## src/rtl/bwm_pkg.sv

```systemverilog
package bwm_pkg;
  typedef enum logic [1:0] {
    RGN_LINEAR = 2'd0,
    RGN_FRAME  = 2'd1,
    RGN_CTRL   = 2'd2,
    RGN_NONE   = 2'd3
  } rgn_e;

  localparam logic [2:0] SEL_PAGE   = 3'd0;
  localparam logic [2:0] SEL_FRM_LO = 3'd1;
  localparam logic [2:0] SEL_FRM_HI = 3'd2;
  localparam logic [2:0] SEL_LST_LO = 3'd3;
  localparam logic [2:0] SEL_LST_HI = 3'd4;
  localparam logic [2:0] SEL_STA_LO = 3'd5;
  localparam logic [2:0] SEL_STA_HI = 3'd6;
endpackage

```

## src/rtl/bwm_ptr_regs.sv

```systemverilog
module bwm_ptr_regs #(
  parameter int FW = 16,
  parameter int PW = 8
) (
  input  logic          clk,
  input  logic          rst_n,
  input  logic          reg_wr,
  input  logic [2:0]    reg_sel,
  input  logic [7:0]    reg_wdata,
  input  logic          acc_busy,
  output logic [FW-1:0] frame_q,
  output logic [FW-1:0] last_q,
  output logic [FW-1:0] start_q,
  output logic [PW-1:0] page_q
);
  import bwm_pkg::*;
  localparam int HW = FW - 8;

  logic [7:0]    lo_q, lo_d;
  logic [FW-1:0] pend_val_q, pend_val_d, frame_d, last_d, start_d;
  logic          pend_q, pend_d;
  logic [PW-1:0] page_d;
  logic          hi_wr;

  assign hi_wr = reg_wr && (reg_sel == SEL_FRM_HI);

  always_comb begin
    lo_d       = lo_q;
    pend_d     = pend_q;
    pend_val_d = pend_val_q;
    frame_d    = frame_q;
    last_d     = last_q;
    start_d    = start_q;
    page_d     = page_q;
    if (reg_wr) begin
      case (reg_sel)
        SEL_PAGE:   page_d = PW'(reg_wdata);
        SEL_FRM_LO: lo_d = reg_wdata;
        SEL_LST_LO: last_d = {last_q[FW-1:8], reg_wdata};
        SEL_LST_HI: last_d = {reg_wdata[HW-1:0], last_q[7:0]};
        SEL_STA_LO: start_d = {start_q[FW-1:8], reg_wdata};
        SEL_STA_HI: start_d = {reg_wdata[HW-1:0], start_q[7:0]};
        default: ;
      endcase
    end
    if (hi_wr) begin
      if (acc_busy) begin
        pend_d     = 1'b1;
        pend_val_d = {reg_wdata[HW-1:0], lo_q};
      end else begin
        pend_d  = 1'b0;
        frame_d = {reg_wdata[HW-1:0], lo_q};
      end
    end else if (pend_q && !acc_busy) begin
      pend_d  = 1'b0;
      frame_d = pend_val_q;
    end
  end

  always_ff @(posedge clk or negedge rst_n) begin
    if (!rst_n) begin
      lo_q       <= '0;
      pend_q     <= 1'b0;
      pend_val_q <= '0;
      frame_q    <= '0;
      last_q     <= '0;
      start_q    <= '0;
      page_q     <= '0;
    end else begin
      lo_q       <= lo_d;
      pend_q     <= pend_d;
      pend_val_q <= pend_val_d;
      frame_q    <= frame_d;
      last_q     <= last_d;
      start_q    <= start_d;
      page_q     <= page_d;
    end
  end

  AST_HOLD_WHILE_BUSY: assert property (@(posedge clk) disable iff (!rst_n)
    acc_busy |=> $stable(frame_q));
  AST_PEND_DRAINS: assert property (@(posedge clk) disable iff (!rst_n)
    (pend_q && !acc_busy && !hi_wr) |=> !pend_q);
  AST_LOAD_NEEDS_HI: assert property (@(posedge clk) disable iff (!rst_n)
    (!hi_wr && !pend_q) |=> $stable(frame_q));
endmodule

```

## src/rtl/bwm_frame_step.sv

```systemverilog
module bwm_frame_step #(
  parameter int FW   = 16,
  parameter int STEP = 1
) (
  input  logic          clk,
  input  logic          rst_n,
  input  logic [FW-1:0] frame,
  input  logic [FW-1:0] last,
  input  logic [FW-1:0] start,
  output logic [FW-1:0] res
);
  logic [FW:0] sum;
  logic        wrap;

  assign sum  = {1'b0, frame} + (FW+1)'(STEP);
  assign wrap = sum > {1'b0, last};

  always_comb begin
    if (wrap) res = FW'({1'b0, start} + sum - {1'b0, last} - (FW+1)'(1));
    else      res = sum[FW-1:0];
  end

  AST_WRAP_PAST_START: assert property (@(posedge clk) disable iff (!rst_n)
    (wrap && ({1'b0, start} + sum - {1'b0, last} - (FW+1)'(1)) < (FW+1)'(1 << FW))
      |-> res >= start);
endmodule

```

## src/rtl/bwm_decode.sv

```systemverilog
module bwm_decode #(
  parameter int AW = 22,
  parameter int FW = 16,
  parameter int PW = 8
) (
  input  logic [15:0]   cpu_addr,
  input  logic          cpu_rd,
  input  logic          cpu_wr,
  input  logic [PW-1:0] page,
  input  logic [FW-1:0] win0,
  input  logic [FW-1:0] win1,
  input  logic [FW-1:0] win2,
  output logic [AW-1:0] buf_addr,
  output logic [1:0]    region,
  output logic          bus_float
);
  import bwm_pkg::*;
  localparam logic [AW-1:0] FRM_BYTES = AW'(3072);
  localparam logic [AW-1:0] PG_BYTES  = AW'(32768);

  logic [FW-1:0] sel_frm;
  logic [3:0]    nib;

  assign nib = cpu_addr[15:12];

  always_comb begin
    case (nib)
      4'h9:    sel_frm = win1;
      4'hA:    sel_frm = win2;
      default: sel_frm = win0;
    endcase
    buf_addr = '0;
    region   = RGN_NONE;
    if (!cpu_addr[15]) begin
      region   = RGN_LINEAR;
      buf_addr = AW'(page) * PG_BYTES + AW'(cpu_addr[14:0]);
    end else if (nib <= 4'hA) begin
      region   = RGN_FRAME;
      buf_addr = AW'(sel_frm) * FRM_BYTES + AW'(cpu_addr[11:0]);
    end else if (nib == 4'hF) begin
      region   = RGN_CTRL;
    end
  end

  assign bus_float = (region == RGN_NONE) && cpu_rd && !cpu_wr;
endmodule

```

## src/rtl/buf_window_map.sv

```systemverilog
module buf_window_map #(
  parameter int AW = 22,
  parameter int FW = 16,
  parameter int PW = 8
) (
  input  logic          clk,
  input  logic          rst_n,
  input  logic [15:0]   cpu_addr,
  input  logic          cpu_rd,
  input  logic          cpu_wr,
  input  logic          reg_wr,
  input  logic [2:0]    reg_sel,
  input  logic [7:0]    reg_wdata,
  input  logic          acc_busy,
  output logic [AW-1:0] buf_addr,
  output logic [1:0]    region,
  output logic          bus_float
);
  localparam int NWIN = 3;

  logic [FW-1:0] frame_q, last_q, start_q;
  logic [PW-1:0] page_q;
  logic [FW-1:0] win [NWIN];

  bwm_ptr_regs #(.FW(FW), .PW(PW)) u_regs (
    .clk(clk), .rst_n(rst_n), .reg_wr(reg_wr), .reg_sel(reg_sel),
    .reg_wdata(reg_wdata), .acc_busy(acc_busy), .frame_q(frame_q),
    .last_q(last_q), .start_q(start_q), .page_q(page_q));

  assign win[0] = frame_q;

  for (genvar k = 1; k < NWIN; k++) begin : g_step
    bwm_frame_step #(.FW(FW), .STEP(k)) u_step (
      .clk(clk), .rst_n(rst_n), .frame(frame_q), .last(last_q),
      .start(start_q), .res(win[k]));
  end

  bwm_decode #(.AW(AW), .FW(FW), .PW(PW)) u_dec (
    .cpu_addr(cpu_addr), .cpu_rd(cpu_rd), .cpu_wr(cpu_wr), .page(page_q),
    .win0(win[0]), .win1(win[1]), .win2(win[2]),
    .buf_addr(buf_addr), .region(region), .bus_float(bus_float));

  AST_FLOAT_UNUSED_ONLY: assert property (@(posedge clk) disable iff (!rst_n)
    bus_float |-> (cpu_addr[15:12] >= 4'hB && cpu_addr[15:12] <= 4'hE));
  AST_CTRL_NO_ADDR: assert property (@(posedge clk) disable iff (!rst_n)
    (cpu_addr[15:12] == 4'hF) |-> (region == 2'd2 && buf_addr == '0));
  AST_LINEAR_REGION: assert property (@(posedge clk) disable iff (!rst_n)
    !cpu_addr[15] |-> (region == 2'd0 && !bus_float));
endmodule

```

## config.mk

```make
export PLATFORM = sky130hd
export DESIGN_NAME = buf_window_map
export DESIGN_NICKNAME = d
export VERILOG_FILES = /design/src/rtl/bwm_pkg.sv /design/src/rtl/bwm_ptr_regs.sv /design/src/rtl/bwm_frame_step.sv /design/src/rtl/bwm_decode.sv /design/src/rtl/buf_window_map.sv
export SDC_FILE = /design/constraint.sdc
export NUM_CORES = 1
export LEC_CHECK = 0
export BUFFER_PORTS_ARGS = -buffer_cell sky130_fd_sc_hd__buf_4
export CAP_MARGIN = 10
export CORE_UTILIZATION = 55
export CTS_BUF_LIST = sky130_fd_sc_hd__clkbuf_8 sky130_fd_sc_hd__clkbuf_16
export DETAILED_ROUTE_END_ITERATION = 10
export PLACE_DENSITY_LB_ADDON = 0.15
export SYNTH_ARGS = -nofsm -noshare
export SYNTH_HDL_FRONTEND = slang
export SYNTH_HIERARCHICAL = 1
export SYNTH_SLANG_ARGS = --single-unit
```

## constraint.sdc

```tcl
create_clock -name clk -period 9.3 [get_ports clk]
set_input_delay 1.395 -clock clk [delete_from_list [all_inputs] [get_ports clk]]
set_output_delay 1.395 -clock clk [all_outputs]
set_load 0.1 [all_outputs]
```

== Yosys cells after proc, flatten, opt, wreduce, memory -nomap -nowiden ==
Cells that the tools add are included.

* Bits in registers: 80
* Word-level logic and storage cells: 70
* Input bits: 33

* Reduce and logical (&&, ||, !) cells: 16
* Multiplexer cells: 16
* Order comparisons: 3
* Bitwise operators: 4
* $mul: 1
* Eq/ne operators: 11
* Add/subtract/negate cells: 10

{| class="wikitable"
|+ Operator list
! kind !! number
|-
| 16-bit case mux with 2 select lines || 3
|-
| 16-bit two-way mux || 5
|-
| 22-bit two-way mux || 2
|-
| 17-bit by 16-bit > comparator with 1-bit output || 2
|-
| 16-bit adder || 2
|-
| 16-bit by 1-bit subtractor with 16-bit output, second input constant || 2
|-
| 16-bit subtractor || 2
|-
| 22-bit by 12-bit adder with 22-bit output || 1
|-
| 22-bit by 15-bit adder with 22-bit output || 1
|-
| 16-bit by 1-bit adder with 17-bit output, second input constant || 1
|-
| 16-bit by 2-bit adder with 17-bit output, second input constant || 1
|-
| 16-bit by 2-bit multiplier with 12-bit output, second input constant || 1
|-
| 4-bit == test, second input constant || 3
|-
| 3-bit AND reduction || 4
|-
| 3-bit == test, second input constant || 3
|-
| 2-bit AND reduction || 4
|-
| 3-bit by 2-bit == test with 1-bit output, second input constant || 2
|-
| 4-bit <= comparator, second input constant || 1
|-
| 1-bit logical AND || 4
|-
| 1-bit two-way mux || 4
|-
| 2-bit two-way mux || 2
|-
| 1-bit inverter || 4
|-
| 3-bit by 1-bit == test with 1-bit output, second input constant || 1
|-
| 3-bit logical NOT || 1
|-
| 4 further kinds || 5
|}

== Logic depth before layout (Yosys ltp) ==
Gate-level depths: netlist of run 1.

* Depth in word-level cells: 10
* Depth in mapped cells: 25
* Mapped depth without buffers: 24

== By module ==
Netlist of run 1, hierarchy kept.

{| class="wikitable"
|+ Modules (own cells, without submodules)
! module !! cells each !! instances !! area each (sq um)
|-
| bwm_ptr_regs || 240 || 1 || 3490.8
|-
| bwm_frame_step (g_step[2].u_step) || 281 || 1 || 2119.5
|-
| bwm_frame_step (g_step[1].u_step) || 286 || 1 || 2113.3
|-
| bwm_decode || 197 || 1 || 1390.1
|}

== Worst setup path before layout of run 1 ==
No wires, ideal clock.

* Kind: reg-to-output
* Start point: register u_regs.frame_q[0]
* End point: output buf_addr[21]
* Cell stages (with the launch flop): 24
* Arrival time: 7.667 ns
* Setup slack: 0.238 ns
* Buffers on the path: 0
* Data required time: 7.905 ns
* Path through: dfrtp_1 -> ha_1 -> nand3_2 -> or3_4 -> nor2_1 -> xnor2_1 -> inv_1 -> ha_1 -> nand4_1 -> nor4_2 -> and4_1 -> a31oi_2 -> nor2_4 -> mux2_2 -> a22oi_1 -> nand2_1 -> ha_1 -> fa_1 -> a21o_2 -> a221oi_2 -> a21oi_1 -> xnor2_1 -> o311a_1 -> o32ai_1

{| class="wikitable"
|+ RTL lines
! element !! line !! RTL
|-
| start: declaration || bwm_ptr_regs.sv:11 || <nowiki>output logic [FW-1:0] frame_q,</nowiki>
|-
| start signal: assignment || bwm_ptr_regs.sv:73 || <nowiki>frame_q <= frame_d;</nowiki>
|-
| end: declaration || buf_window_map.sv:15 || <nowiki>output logic [AW-1:0] buf_addr,</nowiki>
|}

==> results of run 1 <==
cells in the final DEF, fill, tap and decap left out, types with 11 or more instances in the layout:
cell      count
a21o_1       11
a21oi_1      31
a22oi_1      11
a32oi_1      16
and2_1       13
buf_4        60
dfrtp_1      76
fa_1         28
ha_1         69
inv_1       131
mux2_2       50
mux2i_1      17
nand2_1      52
nand3_1      34
nand3b_1     35
nor2_1       31
o21ai_0      19
xnor2_1      33
xor2_1       26
final cells by class:
| cell class | count | area, um2 | area share |
|---|---|---|---|
| well taps | 180 | 225 | 0.0253 |
| multi-input cells | 634 | 5510 | 0.619 |
| inverters | 131 | 492 | 0.0553 |
| clock buffers | 10 | 239 | 0.0269 |
| flip-flops and latches | 76 | 1900 | 0.214 |
| repair buffers | 60 | 450 | 0.0506 |
| clock inverters | 6 | 80.1 | 0.00900 |
where the power goes:
part	switching [uW]	leakage, uW	internal, uW
clock network	128	0.000161	239
registers	94.1	0.000882	398
logic	1240	0.00319	861
routing by layer:
layer	up-vias	wire, um	global-route usage
met5	-	0	0
met1	3266	9080	0.382
met4	0	732	0.127
met2	258	10100	0.482
met3	46	1240	0.0341
li1	3133	-	-
stage by stage:
stage / power (uW) / instances / worst slack (ns)
finish: 2970 / 1097 / 0.758
global route: 3200 / 1097 / 0.280
CTS: 2950 / 1096 / 0.794
detailed placement: 2560 / 1080 / 1.18
global placement: 2490 / 1080 / 1.43
floorplan: 2100 / 875 / 0.330
worst paths after layout:
path | startpoint | endpoint | slack, ns
min reg2reg | u_regs/page_q[1]$_DFFE_PN0P_ | u_regs/page_q[1]$_DFFE_PN0P_ | 0.51
max reg2reg | u_regs/pend_q$_DFFE_PN0P_ | u_regs/frame_q[3]$_DFFE_PN0P_ | 7.42
max | u_regs/frame_q[0]$_DFFE_PN0P_ | buf_addr[21] | 0.76
min | u_regs/page_q[1]$_DFFE_PN0P_ | u_regs/page_q[1]$_DFFE_PN0P_ | 0.51
max in group asynchronous | rst_n | u_regs/start_q[4]$_DFFE_PN0P_ | 7.50
min in group asynchronous | rst_n | u_regs/pend_val_q[9]$_DFFE_PN0P_ | 1.20
worst register-to-register path: cells and delay by family (launching register included):
kind	cells	cell delay (ns)
flops	1	0.68
simple gates	2	0.69
compound gates	1	0.13
buf+inv	1	0.31
flip-flops by register name, summed over array words and instances (netlist names):
register and cells:
u_regs/frame_q 16, u_regs/last_q 16, u_regs/lo_q 8, u_regs/page_q 7
u_regs/pend_q 1, u_regs/pend_val_q 16, u_regs/start_q 12
==> flow_results.org, run 1 <==
** Outcome
- Result of the run :: finished, final reports clean

** Clock network
- The tree is rooted in a clkbuf_16.
- Sink count of the clock tree :: 76
- Clock-pin slew on the worst setup and hold paths :: 0.05 ns
- Clock buffer count from CTS :: 9
- Number of setup buffers added after CTS :: 0
- TritonCTS built the clock tree.
- H-tree depth :: 3
- The clock passes through at most 2 buffers.
- The number of gates resized after CTS was 0.
- Cts hold-fix bufs :: 0
- For the worst-skew pair, the clock arrives at the later sink with an insertion delay of 0.33 ns.

** Timing
- Hold violation count in the final report :: 0
- Across all hold checks on the routed design, the worst slack comes to 0.508 ns.
- At the pin with the least slew margin, the transition time is approximately 1.1 ns.
- Max_slew headroom :: 0.272
- Adding up every negative setup slack in the final design gives 0 ns.
- Setup violations remaining at the end of the flow were counted as 0.
- For the finished layout, the period the worst path requires is 8.54 ns.
- Of the available clock period, the critical path in the final layout requires 0.918.
- For this run, the top clock speed supported by timing is 117 MHz.
- Layout Skew :: ~0.003 ns
- Setup repair after global routing left no endpoint under its margin.
- The max-slew violation count was 0.

** Drt
- Drt first pass iters :: 5
- Detailed routing inserted a total of 6703 vias.
- Detail Route Antenna Nets :: 0
- Number of DRC violations after detailed routing :: 0
- Wire length after detailed routing :: 21100 um
- Vias per cell :: 6.11
- After the first detailed-routing iteration, the DRC count stood at 423.
- Average wire length per cell after detail routing :: roughly 19 um

** Final layout
- Layout Cell Area excl Fill :: 8900 um2
- Area delta synth->final :: 9.80%
- Measured on the finished design, the core utilization comes to 0.629.
- Fill cells :: ~1.2k
- The repair_antennas step left the layout with diodes totalling 0.
- Net count reported at finish :: about 1.0k
- Layout cells sized above 1 :: 0.188

** Synth
- Synthesized instance count :: ~900
- Net count after synthesis :: ~1.0k
- Avg Synthesized Cell Area :: 9.26 um2
- Warnings, synthesis :: 6
- In this run the cell area of the synthesized design comes to around 8100 um2.

** Setup path
- The largest single stage delay on the critical path is 0.66 ns.
- Data required time of the worst path :: 7.91 ns
- The kind of cell with the highest combined delay along the critical path is compound AO/OA/AOI/OAI gates.
- STA classifies the critical path startpoint as a register.
- Crit. path cell count :: 24
- Largest fanout on the critical path :: 12
- For the worst setup path, the data arrival time is 7.15 ns.
- Worst reg2reg path depth :: 4
- Type of the worst setup path :: register to primary output
- Slowest cell on the critical path :: dfrtp_1
- Most used cell along the critical path :: ha_1
- WP buf/inv :: 2
- The critical path goes through ha_1, nand3_2, nor3_1, nand3_1, xor2_1, inv_1, ha_1, nand4_1, nor2_1, a221oi_1, a31oi_2, nor2_4, mux2_2, a22oi_1, nand2_1, ha_1, fa_1, a21o_2, a221oi_2, a21oi_1, xnor2_1, o311a_1, o32ai_1, buf_4.
- STA classifies the critical path endpoint as a primary output.

** GRT
- The number of global-route vias before repair is approximately 6.6k.
- Total overflow reported by the global router :: 0
- Pin count of the biggest net entering global routing :: between 70 and 80
- Global-route wire length before repair :: approximately 34000 um
- Number of antenna violations at the first check in global routing :: 0
- Global-route usage over all layers :: 0.291

** Placement
- Detailed placement ended at an HPWL of 16600 um.
- Port buffering added 57 buffers.
- Once placement finished, the instance area stood at roughly 8600 um2.
- Routability-driven placement finished with a final weighted congestion of 1.00.

** Floorplan
- Total core area :: 14100 um2
- The floorplan step defined a die boundary enclosing 15200 um2.
- Ports :: 58
- Row count :: 43
- Die outline width :: between 100 and 150 um
- Initial Util :: 0.573
- The floorplan step set the die height to 123 um.

** Worst hold path
- Along the worst hold path, the cell count comes to 1.
- Path type of the worst min-delay path :: register to register

** Power
- Worst-case vdd ir drop :: approximately 0.16 mV
- Static leakage :: 0.00423 uW
- In this run the power density over the cells is 333 nW/um2.

** Run
- Max-cap violations in this run came to 0.
Note: power is estimated with default switching activity, not from simulation.
==> run 2, diff against run 1 <==
--- a/config.mk
+++ b/config.mk
@@ -10,7 +10,8 @@
 export CORE_UTILIZATION = 55
 export CTS_BUF_LIST = sky130_fd_sc_hd__clkbuf_8 sky130_fd_sc_hd__clkbuf_16
 export DETAILED_ROUTE_END_ITERATION = 10
-export PLACE_DENSITY_LB_ADDON = 0.15
+export PLACE_DENSITY = 0.73
+export RECOVER_POWER = 100
 export SYNTH_ARGS = -nofsm -noshare
 export SYNTH_HDL_FRONTEND = slang
 export SYNTH_HIERARCHICAL = 1
==> constraint.sdc (replaced) <==
create_clock -name clk -period 11.1 [get_ports clk]
set_input_delay 1.665 -clock clk [delete_from_list [all_inputs] [get_ports clk]]
set_output_delay 1.665 -clock clk [all_outputs]
set_load 0.1 [all_outputs]
==> flow_results.org, run 2 (synthesis results as in run 1) <==
** Outcome
- The run finished, with violations left.
- The final reports fail on max-capacitance violations, max-slew violations.

** Drt
- The via density per instance was 5.95 (-2.7%).
- Starting DRT DRC Count :: 500 (+18%)
- Wire length after detailed routing :: 20400 um (-3.6%)
- Detail Route Antenna Nets :: 0 (unchanged)
- Drt first pass iters :: 5 (unchanged)
- The per-cell routed wire length is 18.6 um (-3.6%).
- Number of vias in the routed layout :: 6524 (-2.7%)
- The number of remaining DRC errors came to 0 (unchanged).

** Setup path
- The data arrival at the endpoint of the critical path was 7.85 ns (+0.70 ns).
- Beginning of the worst register-to-register path :: u_regs/pend_q$_DFFE_PN0P_
- The worst setup path is launched from a register.
- Worst reg2reg path depth :: 4 (unchanged)
- The worst setup path is of the register to primary output kind.
- The highest net fanout along the worst path was 12 (unchanged).
- The register-to-register setup slack was 9.33 ns (+1.91 ns).
- The endpoint identified for the worst register-to-register timing path is u_regs/frame_q[0]$_DFFE_PN0P_.
- The worst setup path is captured at a primary output.
- The required time reported for the critical path endpoint was 9.44 ns (+1.53 ns).

** Clock network
- Sink count of the clock tree :: 76 (unchanged)
- Number of setup buffers added after CTS :: 0 (unchanged)
- Total of cells resized after clock tree synthesis :: 0 (unchanged)
- Clock root buffer :: clkbuf_16
- The maximum root-to-sink buffer count is 2 (unchanged).
- Clock buffer count from CTS :: 9 (unchanged)
- Cts hold-fix bufs :: 0 (unchanged)
- H-tree depth :: 3 (unchanged)
- TritonCTS built the clock tree.
- Clock-pin slew on the worst setup and hold paths :: 0.06 ns (about the same)
- The clock latency on the worst-skew pair is 0.33 ns (about the same).

** Floorplan
- Initial Util :: 0.573 (unchanged)
- Die outline width :: 123 um (unchanged)
- The core area is 14100 um2 (unchanged).
- The total I/O pin count was 58 (unchanged).
- Die Ht :: 123 um (unchanged)
- Total die area :: 15200 um2 (unchanged)
- Row count :: 43 (unchanged)

** Final layout
- The share of final-layout standard cells stronger than drive strength 1 was 0.149 (-0.0382).
- Area delta synth->final :: 8.15%
- Most used cells in the layout excluding fill and tap cells :: inv_1 (129), dfrtp_1 (76), ha_1 (69)
- Ant diodes :: 0 (unchanged)
- The number of nets at the end of the flow came to 1042 (unchanged).
- The area of all sequential standard cells was 1900 um2 (unchanged).
- The largest registers in the layout are u_regs/frame_q x16, u_regs/last_q x16, u_regs/pend_val_q x16.
- Final Instance Count excl. Fillers :: 1097 (unchanged)
- Fill cells :: 1266 (+4.6%)
- Combined area of the multi-input logic cells :: 5410 um2 (-1.7%)
- The library cell used most frequently in the layout, excluding fill and tap cells, is inv_1.

** GRT
- The overall fraction of global-route tracks in use is 0.280 (-0.0113).
- The initial antenna violation count was 0 (unchanged).
- The remaining global-route overflow is 0 (unchanged).
- The number of global-route vias before repair is 6108 (-7.7%).
- The largest net degree at the start of global routing was 77 (unchanged).
- The wire length of the first global-routing pass is 32200 um (-4.1%).

** Placement
- The final weighted congestion in routability-driven placement was 0.946 (-5.8%).
- Count of buffers inserted at the top-level ports :: 57 (unchanged)
- Instance count after placement with tap cells included :: 1081 (+0.093%)
- The half-perimeter wire length after placement is 15600 um (-5.9%).

** Timing
- The transition time of the tightest slew-check pin came to 3.92 ns (+2.84 ns).
- Number of failing setup endpoints in the final timing report :: 0 (unchanged)
- Hold violation count in the final report :: 0 (unchanged)
- Unrepaired setup endpoints after global routing :: false
- The max-slew violation count was 77 (+77).
- Layout Skew :: 0.00326 ns (+0.000260 ns)
- The worst-case headroom to the max-slew limit came to -1.62 (-1.89).
- Fmax :: 105 MHz
- Final TNS setup :: 0 ns (unchanged)
- The smallest clock period supported by the final layout is computed as between 9 and 10 ns.
- Dividing the final minimum period by the clock period gives 0.858.

** Worst hold path
- In this run the most critical hold path is launched from u_regs/pend_val_q[13]$_DFFE_PN0P_.
- Number of cells on the worst hold path :: 1 (unchanged)
- In this run the worst hold path is classified as register to register.
- Worst Hold Path EP :: u_regs/pend_val_q[13]$_DFFE_PN0P_

** Run
- The max capacitance violation total is 1 (+1).

** Power
- Power density of the placed cells :: 283 nW/um2 (-15%)
- The largest voltage drop on the vdd net was 0.151 mV (-4.1%).
- Static leakage :: 0.00411 uW (-3.0%)
run 2: cell types whose count changed in the layout (fill, tap and decap cells not counted), moves of 2 or more:
cell       before  now
buf_4          60   38
clkbuf_1        0   22
mux2_1          5   15
mux2_4         10    0
bufinv_16       2    4
inv_1         131  129
run 2: worst max-delay path, cell delays in order (launching register included):
cell and delay (ns):
dfrtp_1 0.63, ha_1 0.30, nand3_2 0.12, nor3_1 0.42, nand3_1 0.15, xor2_1 0.28, inv_1 0.08, ha_1 0.29
nand4_1 0.12, nor4_2 0.30, and4_1 0.25, a31oi_2 0.05, nor2_1 0.96, mux2_2 0.42, a22oi_1 0.17, nand2_1 0.15
ha_1 0.26, fa_1 0.44, nand3_1 0.14, a21oi_1 0.09, nor4_1 0.70, nand4_2 0.24, o311a_1 0.35, o32ai_1 0.26
buf_4 0.34
run 2: per-stage QoR:
step / utilization / hold WS, ns / power (uW) / setup WS, ns / area (um2)
after CTS: 0.632 / 0.507 / 2490 / 2.39 / 8940
after global routing: 0.619 / 0.518 / 2690 / 0.994 / 8760
after global placement: 0.606 / 0.490 / 2100 / 2.93 / 8580
final: 0.619 / 0.490 / 2480 / 1.58 / 8760
after detailed placement: 0.606 / 0.495 / 2120 / 2.77 / 8580
after floorplan: - / 0.479 / 1760 / 1.86 / 8100
run 2: cell type report:
cell class,instances,area share
multi-input combinational,634,0.618
sequential,76,0.217
tap,180,0.0257
timing repair buffer,60,0.0420
inverter,131,0.0561
clock buffer,9,0.0257
clock inverter,7,0.0158
run 2: worst max path at each step:
| stage | cells past startpoint | startpoint | slack (ns) | to |
|---|---|---|---|---|
| finish | 24 | u_regs/frame_q[0]$_DFFE_PN0P_ | 1.58 | buf_addr[21] |
| floorplan | 23 | u_regs/frame_q[0]$_DFFE_PN0P_ | 1.86 | buf_addr[21] |
| CTS | 24 | u_regs/frame_q[0]$_DFFE_PN0P_ | 2.39 | buf_addr[21] |
| global placement | 24 | u_regs/frame_q[0]$_DFFE_PN0P_ | 2.93 | buf_addr[21] |
| global route | 24 | u_regs/frame_q[0]$_DFFE_PN0P_ | 0.99 | buf_addr[21] |
| detailed placement | 24 | u_regs/frame_q[0]$_DFFE_PN0P_ | 2.77 | buf_addr[21] |
run 2: power breakdown:
part / internal (uW) / total (uW) / leakage [uW] / switching, uW
clock network: 242 / 352 / 0.000179 / 111
logic: 699 / 1720 / 0.00305 / 1020
registers: 334 / 412 / 0.000882 / 78.8
total: 1270 / 2480 / 0.00411 / 1210
run 2: metal layers:
metal  GRT usage  routed length [um]  up-vias
li1            -                   -     3138
met1       0.404                9630     3178
met2       0.442                9310      185
met3      0.0281                1010       23
met4      0.0813                 410        0
met5           0                   0        -
==> run 3, diff against run 2 <==
--- a/config.mk
+++ b/config.mk
@@ -7,10 +7,10 @@
 export LEC_CHECK = 0
 export BUFFER_PORTS_ARGS = -buffer_cell sky130_fd_sc_hd__buf_4
 export CAP_MARGIN = 10
-export CORE_UTILIZATION = 55
+export CORE_UTILIZATION = 60
 export CTS_BUF_LIST = sky130_fd_sc_hd__clkbuf_8 sky130_fd_sc_hd__clkbuf_16
 export DETAILED_ROUTE_END_ITERATION = 10
-export PLACE_DENSITY = 0.73
+export PLACE_DENSITY_LB_ADDON = 0.25
 export RECOVER_POWER = 100
 export SYNTH_ARGS = -nofsm -noshare
 export SYNTH_HDL_FRONTEND = slang
==> flow_results.org, run 3 (synthesis results as in run 1) <==
** Worst hold path
- Path type of the worst min-delay path :: register to register

** Clock network
- The count of instances resized after the clock tree is built came to 0 (unchanged).
- Clock-pin slew on the worst setup and hold paths :: 0.06 ns (about the same)
- Sink count of the clock tree :: 76 (unchanged)
- H-tree depth :: 3 (unchanged)
- Deepest clock path buffer count :: 2 (unchanged)
- TritonCTS built the clock tree.
- Number of setup buffers added after CTS :: 0 (unchanged)
- The clock latency on the worst-skew pair was 0.34 ns (about the same).
- The clock buffer count from CTS was 9 (unchanged).
- The number of buffers inserted by hold repair at cts came to 0 (unchanged).
- The tree is rooted in a clkbuf_16.

** Final layout
- The share of final-layout standard cells stronger than drive strength 1 is 0.150 (+0.000163).
- Flip-flop and latch area :: 1900 um2 (unchanged)
- Most used cells in the layout excluding fill and tap cells :: inv_1 (129), dfrtp_1 (76), ha_1 (69)
- Net count reported at finish :: 1042 (unchanged)
- The largest registers in the layout are u_regs/frame_q x16, u_regs/last_q x16, u_regs/pend_val_q x16.
- The number of filler cells placed in the layout was 1102 (-13%).
- Combined area of the multi-input logic cells :: 5410 um2 (unchanged)
- Leaving out fill and tap cells, the most frequent cell in the layout is inv_1.
- The area growth from synthesis to layout is 7.24%.
- Ant diodes :: 0 (unchanged)

** Run
- Number of violations of the max-capacitance limit :: 2 (+1)

** Power
- The switching power as a share of total power came to 0.498 (+0.0111).
- The leakage power is 0.00407 uW (-0.78%).
- Worst-case vdd ir drop :: 0.148 mV (-1.8%)
- The relative contribution of combinational cells to total power is 0.711 (+0.019).
- The switching power came to 1200 uW (-0.86%).
- The proportion of power drawn by the clock network is 0.119 (-0.023).
- The sequential group share of total power came to 0.171 (+0.005).
- Power density of the placed cells :: 277 nW/um2 (-2.2%)
- P_int :: 1210 uW (-5.2%)

** Drt
- The total number of vias came to 6592 (+1.0%).
- Detailed-routing wirelength on met1 :: 9070 um (-5.8%)
- Highest routed metal layer :: met4
- The number of remaining DRC errors was 0 (unchanged).
- The residual antenna-violating net count after detailed routing was 0 (unchanged).
- The met3 layer wire length in the routed design came to 1140 um (+13%).
- The number of violations reported at the end of detailed-routing iteration 0 was 473 (-5.4%).
- Average wire length per cell after detail routing :: 18.5 um (-0.30%)
- Drt first pass iters :: 5 (unchanged)
- The wire length after detailed routing is 20200 um (-0.75%).
- The detailed-routed wire length on met2 is 9600 um (+3.1%).
- The via density per instance came to 6.04 (+1.5%).

** Floorplan
- The die outline area was 14000 um2 (-8.2%).
- The effective utilization at floorplan was 0.614 (+0.0417).
- The core area came to 13200 um2 (-6.8%).
- The total I/O pin count came to 58 (unchanged).
- The number of placement rows was 42 (-2.3%).
- Die outline width :: 118 um (-4.2%)
- The y dimension of the die was 118 um (-4.2%).

** Setup path
- Cell breakdown of the critical path :: ha_1, nand3_2, nor3_1, nand3_1, xor2_1, inv_1, ha_1, nand4_1, nor4_2, and4_1, a31oi_2, nor2_1, mux2_2, a22oi_1, nand2_1, ha_1, fa_1, nand3_1, a21oi_1, nor4_1, nand4_2, o311a_1, o32ai_1, buf_4
- Among the stages of the critical path, the cell type that occurs most often is ha_1.
- Nature of the critical path endpoint :: primary output
- Worst Setup Start Kind :: register
- The stage delay of the slowest cell on the critical path came to 0.96 ns (about the same).
- Slowest cell on the critical path :: nor2_1
- The required time reported for the critical path endpoint is 9.44 ns (about the same).
- The critical path is of the register to primary output type.
- The highest net fanout along the worst path was 12 (unchanged).
- Endpoint arrival time on the critical path :: 7.79 ns (-0.06 ns)

** Timing
- The maximum operating frequency is 106 MHz (+0.67%).
- Max_slew headroom :: -1.63 (-0.0186)
- Worst-Margin Slew :: 3.95 ns (+0.0279 ns)
- The final sum of negative setup slack is 0 ns (unchanged).
- The share of the clock period used by the worst path was 0.852 (-0.00566).
- Min cycle time layout :: 9.46 ns (-0.0629 ns)
- Layout Skew :: 0.00406 ns (+0.000807 ns)
- Hold violation count in the final report :: 0 (unchanged)
- Number of failing setup endpoints in the final timing report :: 0 (unchanged)
- Unrepaired setup endpoints after global routing :: false
- Final Max Tran Viols :: 85 (+10%)
- The worst hold slack after final layout came to 0.497 ns (+0.00696 ns).

** Outcome
- Failing checks :: max-capacitance violations, max-slew violations
- The run finished, with violations left.

** GRT
- Pin count of the biggest net entering global routing :: 77 (unchanged)
- Total overflow reported by the global router :: 0 (unchanged)
- Vias in the first global route :: 6386 (+4.6%)
- The overall fraction of global-route tracks in use was 0.301 (+0.0213).
- The wire length of the first global-routing pass came to 32900 um (+2.1%).
- Number of antenna violations at the first check in global routing :: 0 (unchanged)

** Placement
- The half-perimeter wire length after placement came to 15400 um (-1.5%).
- GP Congestion :: 0.957 (+1.2%)
- Count of buffers inserted at the top-level ports :: 57 (unchanged)
## run 3: changes by cell type in the layout (fill, tap and decap cells not counted), sizes merged
cell      delta
clkinvlp     +1
buf          +1
bufinv       -3
## run 3: stage by stage
| stage | cells | util | total power (uW) | setup slack (ns) | instance area [um2] |
|---|---|---|---|---|---|
| finish | 1092 | 0.659 | 2410 | 1.64 | 8690 |
| CTS | 1092 | 0.672 | 2410 | 2.43 | 8870 |
| detailed placement | 1077 | 0.650 | 2110 | 2.82 | 8570 |
| floorplan | 875 | - | 1760 | 1.86 | 8100 |
| global placement | 1077 | 0.650 | 2090 | 2.94 | 8570 |
| global route | 1092 | 0.659 | 2620 | 0.910 | 8690 |
## run 3: power by group through the flow
stage	clock (uW)	combinational, uW	sequential, uW
final	286	1710	411
after CTS	289	1720	409
after global placement	0	1680	411
after global routing	301	1900	418
after detailed placement	0	1700	413
after floorplan	0	1380	384
## run 3: cell type report
cell class | instances | share of cell area
Multi-Input combinational cell | 634 | 0.623
Sequential cell | 76 | 0.219
Inverter | 131 | 0.0566
Timing Repair Buffer | 60 | 0.0428
Clock buffer | 10 | 0.0275
Tap cell | 176 | 0.0253
Clock inverter | 5 | 0.00605
## run 3: critical path, delay by kind of cell (launching register included)
family | cells | cell delay (ns)
simple gates | 11 | 3.52
fa+ha+maj | 4 | 1.29
compound gates | 5 | 0.89
flops | 1 | 0.63
mux | 1 | 0.42
buf+inv | 2 | 0.41
xor+xnor | 1 | 0.27
## run 3: path summary, 6_finish.rpt
check	from	to	slack [ns]	cells past startpoint
worst max-delay path	u_regs/frame_q[0]$_DFFE_PN0P_	buf_addr[21]	1.64	24
worst min-delay path	u_regs/pend_val_q[14]$_DFFE_PN0P_	u_regs/pend_val_q[14]$_DFFE_PN0P_	0.50	1
worst max register to register	u_regs/pend_q$_DFFE_PN0P_	u_regs/frame_q[1]$_DFFE_PN0P_	9.36	4
worst min register to register	u_regs/pend_val_q[14]$_DFFE_PN0P_	u_regs/pend_val_q[14]$_DFFE_PN0P_	0.50	1
max in group asynchronous	rst_n	u_regs/pend_val_q[4]$_DFFE_PN0P_	6.17	1
min in group asynchronous	rst_n	u_regs/pend_val_q[14]$_DFFE_PN0P_	2.68	1
## run 3: routing by layer
metal / global-route usage / up-vias
met5: 0 / -
met4: 0.0889 / 0
met3: 0.0357 / 28
met2: 0.492 / 215
met1: 0.418 / 3200
li1: - / 3149
